==> config.mk <==
export PLATFORM = sky130hd
export DESIGN_NAME = irq_pending_unit
export DESIGN_NICKNAME = d
export VERILOG_FILES = /design/src/rtl/irq_pkg.sv /design/src/rtl/irq_line_decode.sv /design/src/rtl/irq_timer_match.sv /design/src/rtl/irq_pending_core.sv /design/src/rtl/irq_pending_unit.sv
export SDC_FILE = /design/constraint.sdc
export NUM_CORES = 1
export LEC_CHECK = 0
export BUFFER_PORTS_ARGS = -buffer_cell sky130_fd_sc_hd__buf_2
export CORE_UTILIZATION = 37
export CTS_CLUSTER_DIAMETER = 150
export DETAILED_ROUTE_END_ITERATION = 6
export GPL_TIMING_DRIVEN = 0
export PLACE_DENSITY = 0.92
export RECOVER_POWER = 100
export SYNTH_ARGS = -nofsm -noshare
export SYNTH_HDL_FRONTEND = slang
export SYNTH_SLANG_ARGS = --single-unit
==> constraint.sdc <==
create_clock -name clk -period 1.1 [get_ports clk]
set_input_delay 0.11 -clock clk [delete_from_list [all_inputs] [get_ports clk]]
set_output_delay 0.11 -clock clk [all_outputs]
set_load 0.01 [all_outputs]
==> src/rtl/irq_pkg.sv <==
package irq_pkg;
  // Gating conditions that decide whether a pending line may be taken
  typedef struct packed {
    logic glb_en;
    logic exc_lvl;
    logic err_lvl;
  } irq_gate_t;

  function automatic logic gate_open(irq_gate_t g);
    return g.glb_en & ~g.exc_lvl & ~g.err_lvl;
  endfunction
endpackage

==> src/rtl/irq_line_decode.sv <==
module irq_line_decode #(
  parameter int LINES = 8,
  parameter int IDX_W = 4
) (
  input  logic [IDX_W-1:0] idx,
  output logic [LINES-1:0] onehot,
  output logic             in_range
);
  genvar gi;
  generate
    for (gi = 0; gi < LINES; gi++) begin : g_dec
      assign onehot[gi] = (idx == IDX_W'(gi));
    end
  endgenerate

  assign in_range = |onehot;
endmodule

==> src/rtl/irq_timer_match.sv <==
module irq_timer_match #(
  parameter int LINES = 8,
  parameter int CNT_W = 32,
  localparam int SEL_W = $clog2(LINES)
) (
  input  logic [CNT_W-1:0] count,
  input  logic [CNT_W-1:0] match,
  input  logic [SEL_W-1:0] sel,
  output logic [LINES-1:0] tmask
);
  logic hit;
  assign hit = (count == match) && (count != '0);

  genvar gi;
  generate
    for (gi = 0; gi < LINES; gi++) begin : g_sel
      assign tmask[gi] = hit && (sel == SEL_W'(gi));
    end
  endgenerate
endmodule

==> src/rtl/irq_pending_core.sv <==
module irq_pending_core #(
  parameter int LINES = 8
) (
  input  logic             clk,
  input  logic             rst_n,
  input  logic             set_v,
  input  logic             clr_v,
  input  logic             wipe,
  input  logic             bad_num,
  input  logic [LINES-1:0] num_mask,
  input  logic [LINES-1:0] tmr_mask,
  output logic [LINES-1:0] pend_q,
  output logic             err_q
);
  logic [LINES-1:0] set_mask, clr_mask, pend_d;
  logic             pend_en, err_d;

  always_comb begin
    set_mask = set_v ? num_mask : '0;
    clr_mask = clr_v ? num_mask : '0;
    if (wipe) begin
      pend_d = tmr_mask;
    end else begin
      pend_d = ((pend_q & ~clr_mask) | set_mask) | tmr_mask;
    end
    pend_en = set_v | clr_v | wipe | (|tmr_mask);
    err_d   = bad_num;
  end

  always_ff @(posedge clk or negedge rst_n) begin
    if (!rst_n) begin
      pend_q <= '0;
    end else if (pend_en) begin
      pend_q <= pend_d;
    end
  end

  always_ff @(posedge clk or negedge rst_n) begin
    if (!rst_n) begin
      err_q <= 1'b0;
    end else begin
      err_q <= err_d;
    end
  end
endmodule

==> src/rtl/irq_pending_unit.sv <==
module irq_pending_unit #(
  parameter int LINES = 8,
  parameter int IDX_W = 4,
  parameter int CNT_W = 32,
  localparam int SEL_W = $clog2(LINES)
) (
  input  logic             clk,
  input  logic             rst_n,
  input  logic             glb_en,
  input  logic             exc_lvl,
  input  logic             err_lvl,
  input  logic [LINES-1:0] line_mask,
  input  logic [SEL_W-1:0] tmr_line,
  input  logic [CNT_W-1:0] tick_count,
  input  logic [CNT_W-1:0] tick_match,
  input  logic             set_stb,
  input  logic             clr_stb,
  input  logic             clr_all,
  input  logic [IDX_W-1:0] line_num,
  output logic [LINES-1:0] pend_vec,
  output logic             pend_any,
  output logic             take_irq,
  output logic             num_err
);
  import irq_pkg::*;

  logic [LINES-1:0] num_mask, tmr_mask;
  logic             num_ok, bad_num;
  irq_gate_t        gate;
  logic             irq_d;

  irq_line_decode #(.LINES(LINES), .IDX_W(IDX_W)) u_dec (
    .idx      (line_num),
    .onehot   (num_mask),
    .in_range (num_ok)
  );

  irq_timer_match #(.LINES(LINES), .CNT_W(CNT_W)) u_tmr (
    .count (tick_count),
    .match (tick_match),
    .sel   (tmr_line),
    .tmask (tmr_mask)
  );

  assign bad_num = (set_stb | clr_stb) & ~num_ok;

  irq_pending_core #(.LINES(LINES)) u_core (
    .clk      (clk),
    .rst_n    (rst_n),
    .set_v    (set_stb & num_ok),
    .clr_v    (clr_stb & num_ok),
    .wipe     (clr_all),
    .bad_num  (bad_num),
    .num_mask (num_mask),
    .tmr_mask (tmr_mask),
    .pend_q   (pend_vec),
    .err_q    (num_err)
  );

  always_comb begin
    gate.glb_en  = glb_en;
    gate.exc_lvl = exc_lvl;
    gate.err_lvl = err_lvl;
    irq_d        = gate_open(gate) & (|(line_mask & pend_vec));
  end

  always_ff @(posedge clk or negedge rst_n) begin
    if (!rst_n) begin
      take_irq <= 1'b0;
    end else begin
      take_irq <= irq_d;
    end
  end

  assign pend_any = |pend_vec;
endmodule

### Word-level counts from Yosys, hierarchy flattened

Cells that the tools add are included.

* eq/ne operators: 15
* reduce and logical (&&, ||, !) cells: 16
* bitwise gates (word level): 18
* muxes and demuxes: 3

Operators with widths (count)
* $eq A32 B32 Y1: 1
* $reduce_bool A32 Y1: 1
* $reduce_or A8 Y1: 4
* $mux W8: 3
* $and A8 B8 Y8: 2
* $eq A4 B3 Y1 const B: 4
* $or A8 B8 Y8: 2
* $eq A3 B3 Y1 const B: 4
* $logic_and A1 B1 Y1: 9
* $eq A4 B2 Y1 const B: 2
* $not A8 Y8: 1
* $and A1 B1 Y1: 6
* $eq A3 B2 Y1 const B: 2
* $eq A4 B1 Y1 const B: 1
* $logic_not A4 Y1: 1
* $or A1 B1 Y1: 4
* $eq A3 B1 Y1 const B: 1
* $logic_not A3 Y1: 1
* $not A1 Y1: 3

* word-level logic and storage cells: 55
* output and inout port bits: 11
* register bits after elaboration: 10
* input port bits: 87

### Depth between registers and ports, before layout

Gate-level depths: netlist (run 1).

* depth after elaboration: 9
* gate-level depth with buffers: 5
* mapped depth without buffers: 5

### Modules after synthesis

Synthesis (run 1) repeated with hierarchy kept, for this count alone.

* cell total of the unflattened synthesis: 124
* area total of the unflattened synthesis: 1154.9 um2

By module, submodules not included
* irq_timer_match: times used 1, area an instance 555.5 um2, seq. area each 0.0 um2, cells each 70
* irq_pending_core: times used 1, area an instance 396.6 um2, seq. area each 225.2 um2, cells each 29
* irq_pending_unit: times used 1, area an instance 112.6 um2, seq. area each 25.0 um2, cells each 15
* irq_line_decode: times used 1, area an instance 90.1 um2, seq. area each 0.0 um2, cells each 10

### Worst setup path after synthesis (run 1)

Ideal clock, no wire load.

* path kind: input -> register
* start point: input port tick_count[2]
* end point: register u_core.pend_q[1]
* stages: 5
* buffers on the path: 0
* arrival: 1168 ps
* library setup time: 66 ps
* required time: 1034 ps
* path slack: -134 ps
* path through: xor2_1 -> nor4_2 -> nand4_1 -> nor3_4 -> a41o_1

* longest elaborated chain between the ends: 5
* elaborated cells between the ends (all ways): 15
* classes of those cells: eq/ne: 1; mux: 1; bitwise: 2; reduce/logical: 11

Ends and longest elaborated chain
* start: declaration: line irq_pending_unit.sv:14 `input logic [CNT_W-1:0] tick_count,`
* $eq A32 B32 Y1 or $reduce_bool A32 Y1 (tied branches): line irq_timer_match.sv:12 `assign hit = (count == match) && (count != '0);`
* $logic_and A1 B1 Y1 *: line irq_timer_match.sv:12
* $logic_and A1 B1 Y1: line irq_timer_match.sv:17 `assign tmask[gi] = hit && (sel == SEL_W'(gi));`
* $reduce_or A8 Y1 or $or A8 B8 Y8 (tied branches): line irq_pending_core.sv:26, irq_pending_core.sv:24
* $or A1 B1 Y1 or $mux W8 (tied branches): line irq_pending_core.sv:26, irq_pending_core.sv:21
* end signal: assignment: line irq_pending_core.sv:34 `pend_q <= pend_d;`
* end: declaration: line irq_pending_core.sv:12 `output logic [LINES-1:0] pend_q,`

Mark *: on every way between the ends. The rest lies on a longest branch, timed or not.
A chain may end at the register's enable or synchronous reset.

### Final worst setup path (run 1)

* start point: input port tick_match[24]
* end point: register u_core.pend_q[5]

* longest elaborated chain between the ends: 5
* elaborated cells between the ends (all ways): 14
* classes of those cells: eq/ne: 1; mux: 1; bitwise: 2; reduce/logical: 10

Ends and longest elaborated chain
* start: declaration: line irq_pending_unit.sv:15 `input logic [CNT_W-1:0] tick_match,`
* $eq A32 B32 Y1 *: line irq_timer_match.sv:12
* $logic_and A1 B1 Y1 *: line irq_timer_match.sv:12
* $logic_and A1 B1 Y1: line irq_timer_match.sv:17
* $reduce_or A8 Y1 or $or A8 B8 Y8 (tied branches): line irq_pending_core.sv:26, irq_pending_core.sv:24
* $or A1 B1 Y1 or $mux W8 (tied branches): line irq_pending_core.sv:26, irq_pending_core.sv:21

Marks and branches as above.

==> impl_results.md, run 1 <==
* Core Box Area at 2590 um^2
* Fraction of layout cells with a size suffix above 1 at 0.4826
* Largest fanout of any net on the critical path at 8
* Antenna Diode Count at 0
* Crit path setup slack, layout at -0.1662 ns
* Post-synth cell types at 27
* Grt ovf at 0
* Result of the run: finished, violations left
* Worst supply voltage drop on vdd at 0.6699 mV
* Number of nets produced by synthesis at ~210
* Actual slew at the worst max-slew pin at 0.5128 ns
* Final design area excluding fillers at 1737 um^2
* CTS tree: done
* Via density per instance at 5.588
* Die Span X at 55.33 um
* TritonCTS buffer count at 3
* Critical setup path kind: in -> reg
* Max Freq at 789.8 MHz
* Number of warning messages in the yosys log at 0
* Leakage Power at 0.8933 nW
* Clock buffer depth at 2
* Vias at 1453
* Max_cap viols at 0
* GRT Overall Usage at 0.2293
* Number of DRC markers in iteration 0 at 86
* Post-route clock period utilization at 1.151
* Required time at the endpoint of the critical path at 1.30 ns
* Die Y at approximately 55 um
* Setup violation total in the final timing report at 11
* Sequential cell fraction of total power at 0.329
* Area used by sequential logic in the layout at 250.2 um^2
* Ratio of total power to cell area at roughly 670 nW/um^2
* Number of global-route vias before repair at 1420
* Setup clock skew after layout at 0.0009601 ns
* Setup repair after global routing missed its margin: true
* Worst hold path type: in -> reg
* Initial standard-cell utilization of the core at 0.4063
* Prevailing post-synth register cell: sky130_fd_sc_hd__dfrtp_1
* Clock Sink Count at 10
* Power spent charging and discharging nets at roughly 0.36 mW
* Violations in the final reports: negative setup slack
* CP endpoint kind: flip-flop
* Number of buffers added on ports at 95
* Total wire length at 3.967 mm
* Site Rows at 18
* Number of enable-type register cells in the synthesized netlist at 0
* CTS root buffer: sky130_fd_sc_hd__clkbuf_4
* Cell Count Post-Placement at between 200 and 250
* Routability-driven placement congestion ratio at 0.8815
* DR DRC count at 0
* Post-layout min period at 1.266 ns
* Switching Share at 0.3081
* Data arrival time of the critical path at 1.46 ns
* Initial antenna violation count at 0
* Routed length per instance at 15.26 um
* Leading post-synthesis cells by instance count: 32 x sky130_fd_sc_hd__xor2_1, 15 x sky130_fd_sc_hd__nor4_1, 10 x sky130_fd_sc_hd__dfrtp_1
* Design internal power at 0.8063 mW
* Half-perimeter wire length after detailed placement at 3.001 mm
* Die outline area at a little over 3000 um^2
* Combined area of the multi-input logic cells at 822.0 um^2
* DRT antenna net count at 0
* Cell Area, Placed at 1565 um^2
* Number of H-tree levels at 1
* Clock Power Share at 0.277
* Cell taking the most area after synthesis: sky130_fd_sc_hd__xor2_1
* Worst-Skew Late Latency at 0.26 ns
* First drt pass iteration count at 4
* Number of nets in the finished design at 318
* Post-Synthesis Cell Area at 1052 um^2
* Most common cell in the synthesized netlist: sky130_fd_sc_hd__xor2_1
* Maximum number of pins on one net before global-route repair at 11
* Fraction of post-synthesis cell area in the top cell type by area at 0.2663
* Synth area leaders: sky130_fd_sc_hd__xor2_1 27%, sky130_fd_sc_hd__dfrtp_1 24%, sky130_fd_sc_hd__nor4_1 8.9%
* Synth Register Bits at 10
* Number of top-level design ports at 98
* Clock edge transition at the registers on the reported setup and hold paths at 0.07 ns
* Share of flip-flops with an asynchronous set or reset at 1.000
* Slew Limit Fails at 0
* # fillers at 199
* Slew HR at 0.6581
* Logic gate share of total power at 0.394
* Share of the core filled with cells at 0.6705
* Final Power at roughly 1.2 mW
* Endpoints failing hold at 0
* First-pass GRT wire length at 5.740 mm
* Type of element launching the critical path: primary input
* Area growth from synthesis to layout at 65.04%
* Gate count after technology mapping at 124
* Final std cells w/o fill at 260
* Avg Inst Size Synth at 8.486 um^2
* Sequential fraction of the synthesis area at 0.2378
## area by class of cell
class | instances | area share
multi-input combinational | 109 | 0.4733
timing repair buffer | 102 | 0.3292
sequential | 10 | 0.1441
tap | 30 | 0.02161
clock buffer | 4 | 0.02089
inverter | 3 | 0.006484
buffer | 2 | 0.004323
## power by group through the flow
stage / clock, mW / combinational [mW] / sequential (mW)
after floorplan: 0 / 0.155 / 0.394
after global placement: 0 / 0.401 / 0.391
after detailed placement: 0 / 0.411 / 0.391
after CTS: 0.333 / 0.430 / 0.383
after global routing: 0.348 / 0.495 / 0.385
final: 0.323 / 0.459 / 0.384
## worst max-delay path, stage by stage
cell	delay, ns
sky130_fd_sc_hd__buf_2	0.10
sky130_fd_sc_hd__xor2_1	0.15
sky130_fd_sc_hd__nor4_1	0.32
sky130_fd_sc_hd__nand4_1	0.19
sky130_fd_sc_hd__nor3_4	0.36
sky130_fd_sc_hd__a41o_1	0.23
## metal layers
metal,wire [um],up-vias,GRT usage
met1,1437,650,0.2395
met2,2113,105,0.4647
met4,42,0,0.04643
met5,0,-,0
li1,-,690,-
met3,373,8,0.04215
## what timing repair did
action                                 CTS  global route
pin swaps                               13            10
setup endpoints to repair                9            11
gates resized for setup                  4            14
endpoints found under the hold margin   10             0
hold buffers                             1             0
buffers inserted                         3             3
## kinds of logic after synthesis
logic type / after synthesis / synth area share
AND/OR/NAND/NOR: 50 / 0.2961
AO/OA/AOI/OAI: 27 / 0.1819
XOR/XNOR: 32 / 0.2664
flip-flops: 10 / 0.2378
buffers and inverters: 5 / 0.01784
## through the flow
stage               hold slack (ns)  TNS, ns  setup WS [ns]
global route                 0.1066   -2.178        -0.2387
detailed placement         -0.02407   -3.195        -0.4133
floorplan                   -0.1856  -0.8821        -0.1163
finish                      0.09381   -1.418        -0.1662
CTS                         0.08532  -0.8275        -0.1772
global placement           -0.03304   -3.260        -0.4203
## cell usage in the layout, fill, tap and decap left out
cell / count
sky130_fd_sc_hd__nor2_1: 6
sky130_fd_sc_hd__buf_4: 3
sky130_fd_sc_hd__o21a_1: 1
sky130_fd_sc_hd__buf_6: 9
sky130_fd_sc_hd__xor2_2: 1
sky130_fd_sc_hd__nand4_1: 5
sky130_fd_sc_hd__dlygate4sd3_1: 1
sky130_fd_sc_hd__nor3b_1: 1
sky130_fd_sc_hd__inv_1: 3
sky130_fd_sc_hd__a32oi_1: 1
sky130_fd_sc_hd__and3b_1: 1
sky130_fd_sc_hd__a21oi_1: 6
sky130_fd_sc_hd__clkbuf_8: 1
sky130_fd_sc_hd__nor2b_1: 1
sky130_fd_sc_hd__nand2b_1: 1
sky130_fd_sc_hd__dfrtp_1: 10
sky130_fd_sc_hd__o21ai_0: 6
sky130_fd_sc_hd__a41o_1: 6
sky130_fd_sc_hd__xor2_1: 31
sky130_fd_sc_hd__nor3_1: 1
sky130_fd_sc_hd__a31o_2: 2
sky130_fd_sc_hd__clkbuf_4: 3
sky130_fd_sc_hd__nand3_1: 4
sky130_fd_sc_hd__or3_1: 1
sky130_fd_sc_hd__and3_1: 1
sky130_fd_sc_hd__clkbuf_2: 1
sky130_fd_sc_hd__nor4_1: 10
sky130_fd_sc_hd__buf_2: 82
sky130_fd_sc_hd__nor3_4: 1
sky130_fd_sc_hd__nand2_1: 6
sky130_fd_sc_hd__and2_1: 1
sky130_fd_sc_hd__clkbuf_1: 8
sky130_fd_sc_hd__a22oi_1: 5
sky130_fd_sc_hd__nor4_2: 8
sky130_fd_sc_hd__nand3b_1: 2
## state kept, by name (all words and copies together) (netlist names)
register / count
u_core.err_q: 1
take_irq: 1
u_core.pend_q: 8
## path summary, 6_finish.rpt
path	start	slack, ns	cells after the start	end
max in group asynchronous	rst_n	0.42	2	u_core.pend_q[1]$_DFFE_PN0P_
min in group asynchronous	rst_n	0.33	2	take_irq$_DFF_PN0_
max reg2reg	u_core.pend_q[2]$_DFFE_PN0P_	-0.04	5	u_core.pend_q[2]$_DFFE_PN0P_
max	tick_match[24]	-0.17	6	u_core.pend_q[5]$_DFFE_PN0P_
min	glb_en	0.09	2	take_irq$_DFF_PN0_
min reg2reg	u_core.pend_q[6]$_DFFE_PN0P_	0.72	3	u_core.pend_q[6]$_DFFE_PN0P_
No activity file was read; power rests on OpenSTA's default activity.
==> inputs of run 2 (changes only) <==
Settings changed: CORE_MARGIN set to 2, CORE_UTILIZATION 37 to 38, MAX_ROUTING_LAYER set to met4, PLACE_DENSITY 0.92 to 0.91, SYNTH_HIERARCHICAL set to 1.
==> run 2 against run 1 <==
The run still ends with negative setup slack left. Non-clock buffer count is 2 higher. Clock skew up 0.0037 ns. Final cell count rose by 1.9%. Largest power group unchanged. Sequential cell count is the same. Die area is 14% higher. Cell area is 26% higher. Worst hold slack worse by 0.00091 ns. Setup slack worse by 0.0056 ns.
==> impl_results.md, run 2 <==
* Clock edge transition at the registers on the reported setup and hold paths at 0.06 ns
* DRT antenna net count at 0
* Ratio of total power to cell area at 563.8 nW/um^2
* DR DRC count at 0
* Number of enable-type register cells in the synthesized netlist at 0
* Type of element launching the critical path: flip-flop
* Summed negative setup slack over all endpoints at -0.9980 ns
* Cell-by-cell trace of the critical path: nor4_2 -> nand2_1 -> buf_2
* # fillers at 208
* Number of nets in the finished design at 320
* Maximum number of pins on one net before global-route repair at 11
* Max Freq at between 700 and 800 MHz
* Post-layout min period at about 1.3 ns
* Reg-to-reg critical path endpoint: u_core/pend_q[7]$_DFFE_PN0P_
* Number of H-tree levels at 1
* Cell taking the most area after synthesis: sky130_fd_sc_hd__xor2_1
* Grt ovf at 0
* Number of buffers added on ports at 96
* Depth of the worst register-to-register path at 3
* Half-perimeter wire length after detailed placement at 3.144 mm
* Number of nets produced by synthesis at 211
* First drt pass iteration count at 5
* Post-route clock period utilization at 1.156
* Slowest CP cell: sky130_fd_sc_hd__dfrtp_1
* Delay of the slowest cell on the worst path at 0.40 ns
* Final std cells w/o fill at roughly 270
* Setup violation total in the final timing report at 9
* Sequential fraction of the synthesis area at 0.2167
* Setup clock skew after layout at 0.004636 ns
* Synth Register Bits at 10
* Via density per instance at around 5.7
* Slew Limit Fails at 0
* Synth area leaders: sky130_fd_sc_hd__xor2_1 24%, sky130_fd_sc_hd__dfrtp_1 22%, sky130_fd_sc_hd__nor4_1 12%
* Result of the run: finished, violations left
* Post-Synthesis Cell Area at 1155 um^2
* Clock buffer depth at 2
* Most common cell in the synthesized netlist: sky130_fd_sc_hd__xor2_1
* First-pass GRT wire length at 6.210 mm
* Leakage Power at 0.9388 nW
* Critical setup path kind: reg -> out
* Setup slack of the most critical reg-to-reg path at 0 ns
* Antenna Diode Count at 0
* Crit path setup slack, layout at -0.1717 ns
* Vias at roughly 1500
* GRT Overall Usage at 0.2437
* Site Rows at 20
* Area growth from synthesis to layout at 89.92%
* R2R Path Start: u_core/pend_q[7]$_DFFE_PN0P_
* Fraction of layout cells with a size suffix above 1 at 0.6164
* Worst supply voltage drop on vdd at between 0.2 and 0.3 mV
* Post-synth cell types at 29
* Max reg flops at 8
* Min-Delay Path Depth at 2
* Slew HR at 0.6644
* Die Y at 59.13 um
* Die outline area at ~3500 um^2
* CTS root buffer: sky130_fd_sc_hd__clkbuf_4
* Worst-Skew Late Latency at 0.26 ns
* Number of global-route vias before repair at 1592
* Number of top-level design ports at 98
* Register containing the most flip-flops in the final layout: u_core/pend_q
* Gate count after technology mapping at 124
* Clock Sink Count at 10
* Required time at the endpoint of the critical path at ~0.99 ns
* Most common library cell in the layout ignoring fill and taps: sky130_fd_sc_hd__buf_2
* Core Box Area at 2978 um^2
* Fraction of post-synthesis cell area in the top cell type by area at 0.2427
* Destination of the worst hold path: take_irq$_DFF_PN0_
* Total wire length at 4.354 mm
* Worst hold path startpoint: glb_en
* Max_cap viols at 0
* Worst hold path type: in -> reg
* Violations in the final reports: negative setup slack
* Final design area excluding fillers at about 2200 um^2
* Final Power at 1.237 mW
* Top library cells by usage in the layout, fill and taps aside: 70 x sky130_fd_sc_hd__buf_2, 29 x sky130_fd_sc_hd__xor2_1, 16 x sky130_fd_sc_hd__buf_6
* Routed length per instance at 16.43 um
* Initial standard-cell utilization of the core at 0.3878
* Initial antenna violation count at 0
* Worst slack at placement at -0.5165 ns
* Prevailing post-synth register cell: sky130_fd_sc_hd__dfrtp_1
* Largest fanout of any net on the critical path at 2
* TritonCTS buffer count at 3
* CTS tree: done
* Cell Count Post-Placement at 253
* Actual slew at the worst max-slew pin at 0.5034 ns
* Cell Area, Placed at 1679 um^2
* CP endpoint kind: output pin
* Number of DRC markers in iteration 0 at between 40 and 50
* Endpoints failing hold at 0
* Largest registers: u_core/pend_q (8), take_irq (1), u_core/err_q (1)
* Share of flip-flops with an asynchronous set or reset at 1.000
* Leading post-synthesis cells by instance count: 32 x sky130_fd_sc_hd__xor2_1, 23 x sky130_fd_sc_hd__nor4_1, 10 x sky130_fd_sc_hd__dfrtp_1, 6 x sky130_fd_sc_hd__a21boi_0, 6 x sky130_fd_sc_hd__a221o_1
* Routability-driven placement congestion ratio at between 0.7 and 0.8
* Setup repair after global routing missed its margin: true
* Data arrival time of the critical path at between 1 and 1.5 ns
* Avg Inst Size Synth at 9.313 um^2
* Die Span X at 59.13 um
* Number of warning messages in the yosys log at 6
-- run 2: worst max-delay path, delay by kind of cell, from the launching register on --
family        cells  cell delay, ns
flops             1            0.40
buf+inv           1            0.14
simple gates      2            0.36
-- run 2: cell type report --
cell class	count	area, um^2	area share
multi-input combinational	110	1166	0.5317
inverter	2	7.507	0.003423
sequential	10	250.2	0.1141
tap	33	41.29	0.01882
buffer	2	15.01	0.006845
timing repair buffer	104	676.9	0.3086
clock buffer	4	36.28	0.01654
-- run 2: logic make-up (layout without fill, tap and decap cells) --
| family | Yosys count | after routing | share of synthesized area |
|---|---|---|---|
| simple gates | 59 | 59 | 0.3738 |
| xor+xnor | 32 | 32 | 0.2427 |
| compound gates | 19 | 19 | 0.1463 |
| flops | 10 | 10 | 0.2167 |
| buf+inv | 4 | 112 | 0.02058 |
-- run 2: how the worst max path moves through the flow --
stage | from | to | slack (ns) | cells after the start
finish | u_core/pend_q[7]$_DFFE_PN0P_ | pend_any | -0.17 | 3
global route | u_core/pend_q[7]$_DFFE_PN0P_ | pend_any | -0.27 | 3
CTS | u_core/pend_q[7]$_DFFE_PN0P_ | pend_any | -0.18 | 3
detailed placement | tick_match[16] | u_core/pend_q[7]$_DFFE_PN0P_ | -0.52 | 6
global placement | tick_match[16] | u_core/pend_q[6]$_DFFE_PN0P_ | -0.51 | 6
floorplan | tick_match[26] | u_core/pend_q[2]$_DFFE_PN0P_ | -0.13 | 5
-- run 2: through the flow --
step                        util  hold slack, ns
after floorplan                -         -0.1856
after global placement    0.5639        -0.02865
after detailed placement  0.5639        -0.02704
after CTS                 0.6987         0.07818
after global routing      0.7366         0.08239
final                     0.7366         0.09290
-- run 2: where the power goes --
group	switching, mW	leakage [nW]	internal (mW)
clock	0.119	0.0210	0.201
combinational	0.267	0.780	0.271
sequential	0.00434	0.138	0.374
total	0.391	0.939	0.845
-- run 2: metal layers --
| metal | GRT usage | vias to the layer above | share of wire |
|---|---|---|---|
| met3 | 0.03493 | 14 | 0.056 |
| li1 | - | 709 | - |
| met2 | 0.4952 | 83 | 0.58 |
| met5 | - | - | 0 |
| met1 | 0.1954 | 698 | 0.33 |
| met4 | 0.1558 | 0 | 0.036 |
-- run 2: timing repair --
action / 4_1_cts / 5_1_grt
hold buffers: 1 / 0
endpoints found under the setup margin: 9 / 10
pin swaps: 19 / 10
gates resized for setup: 52 / 22
gates cloned: 0 / 0
setup buffers: 7 / 1
hold endpoints to repair: 10 / 0
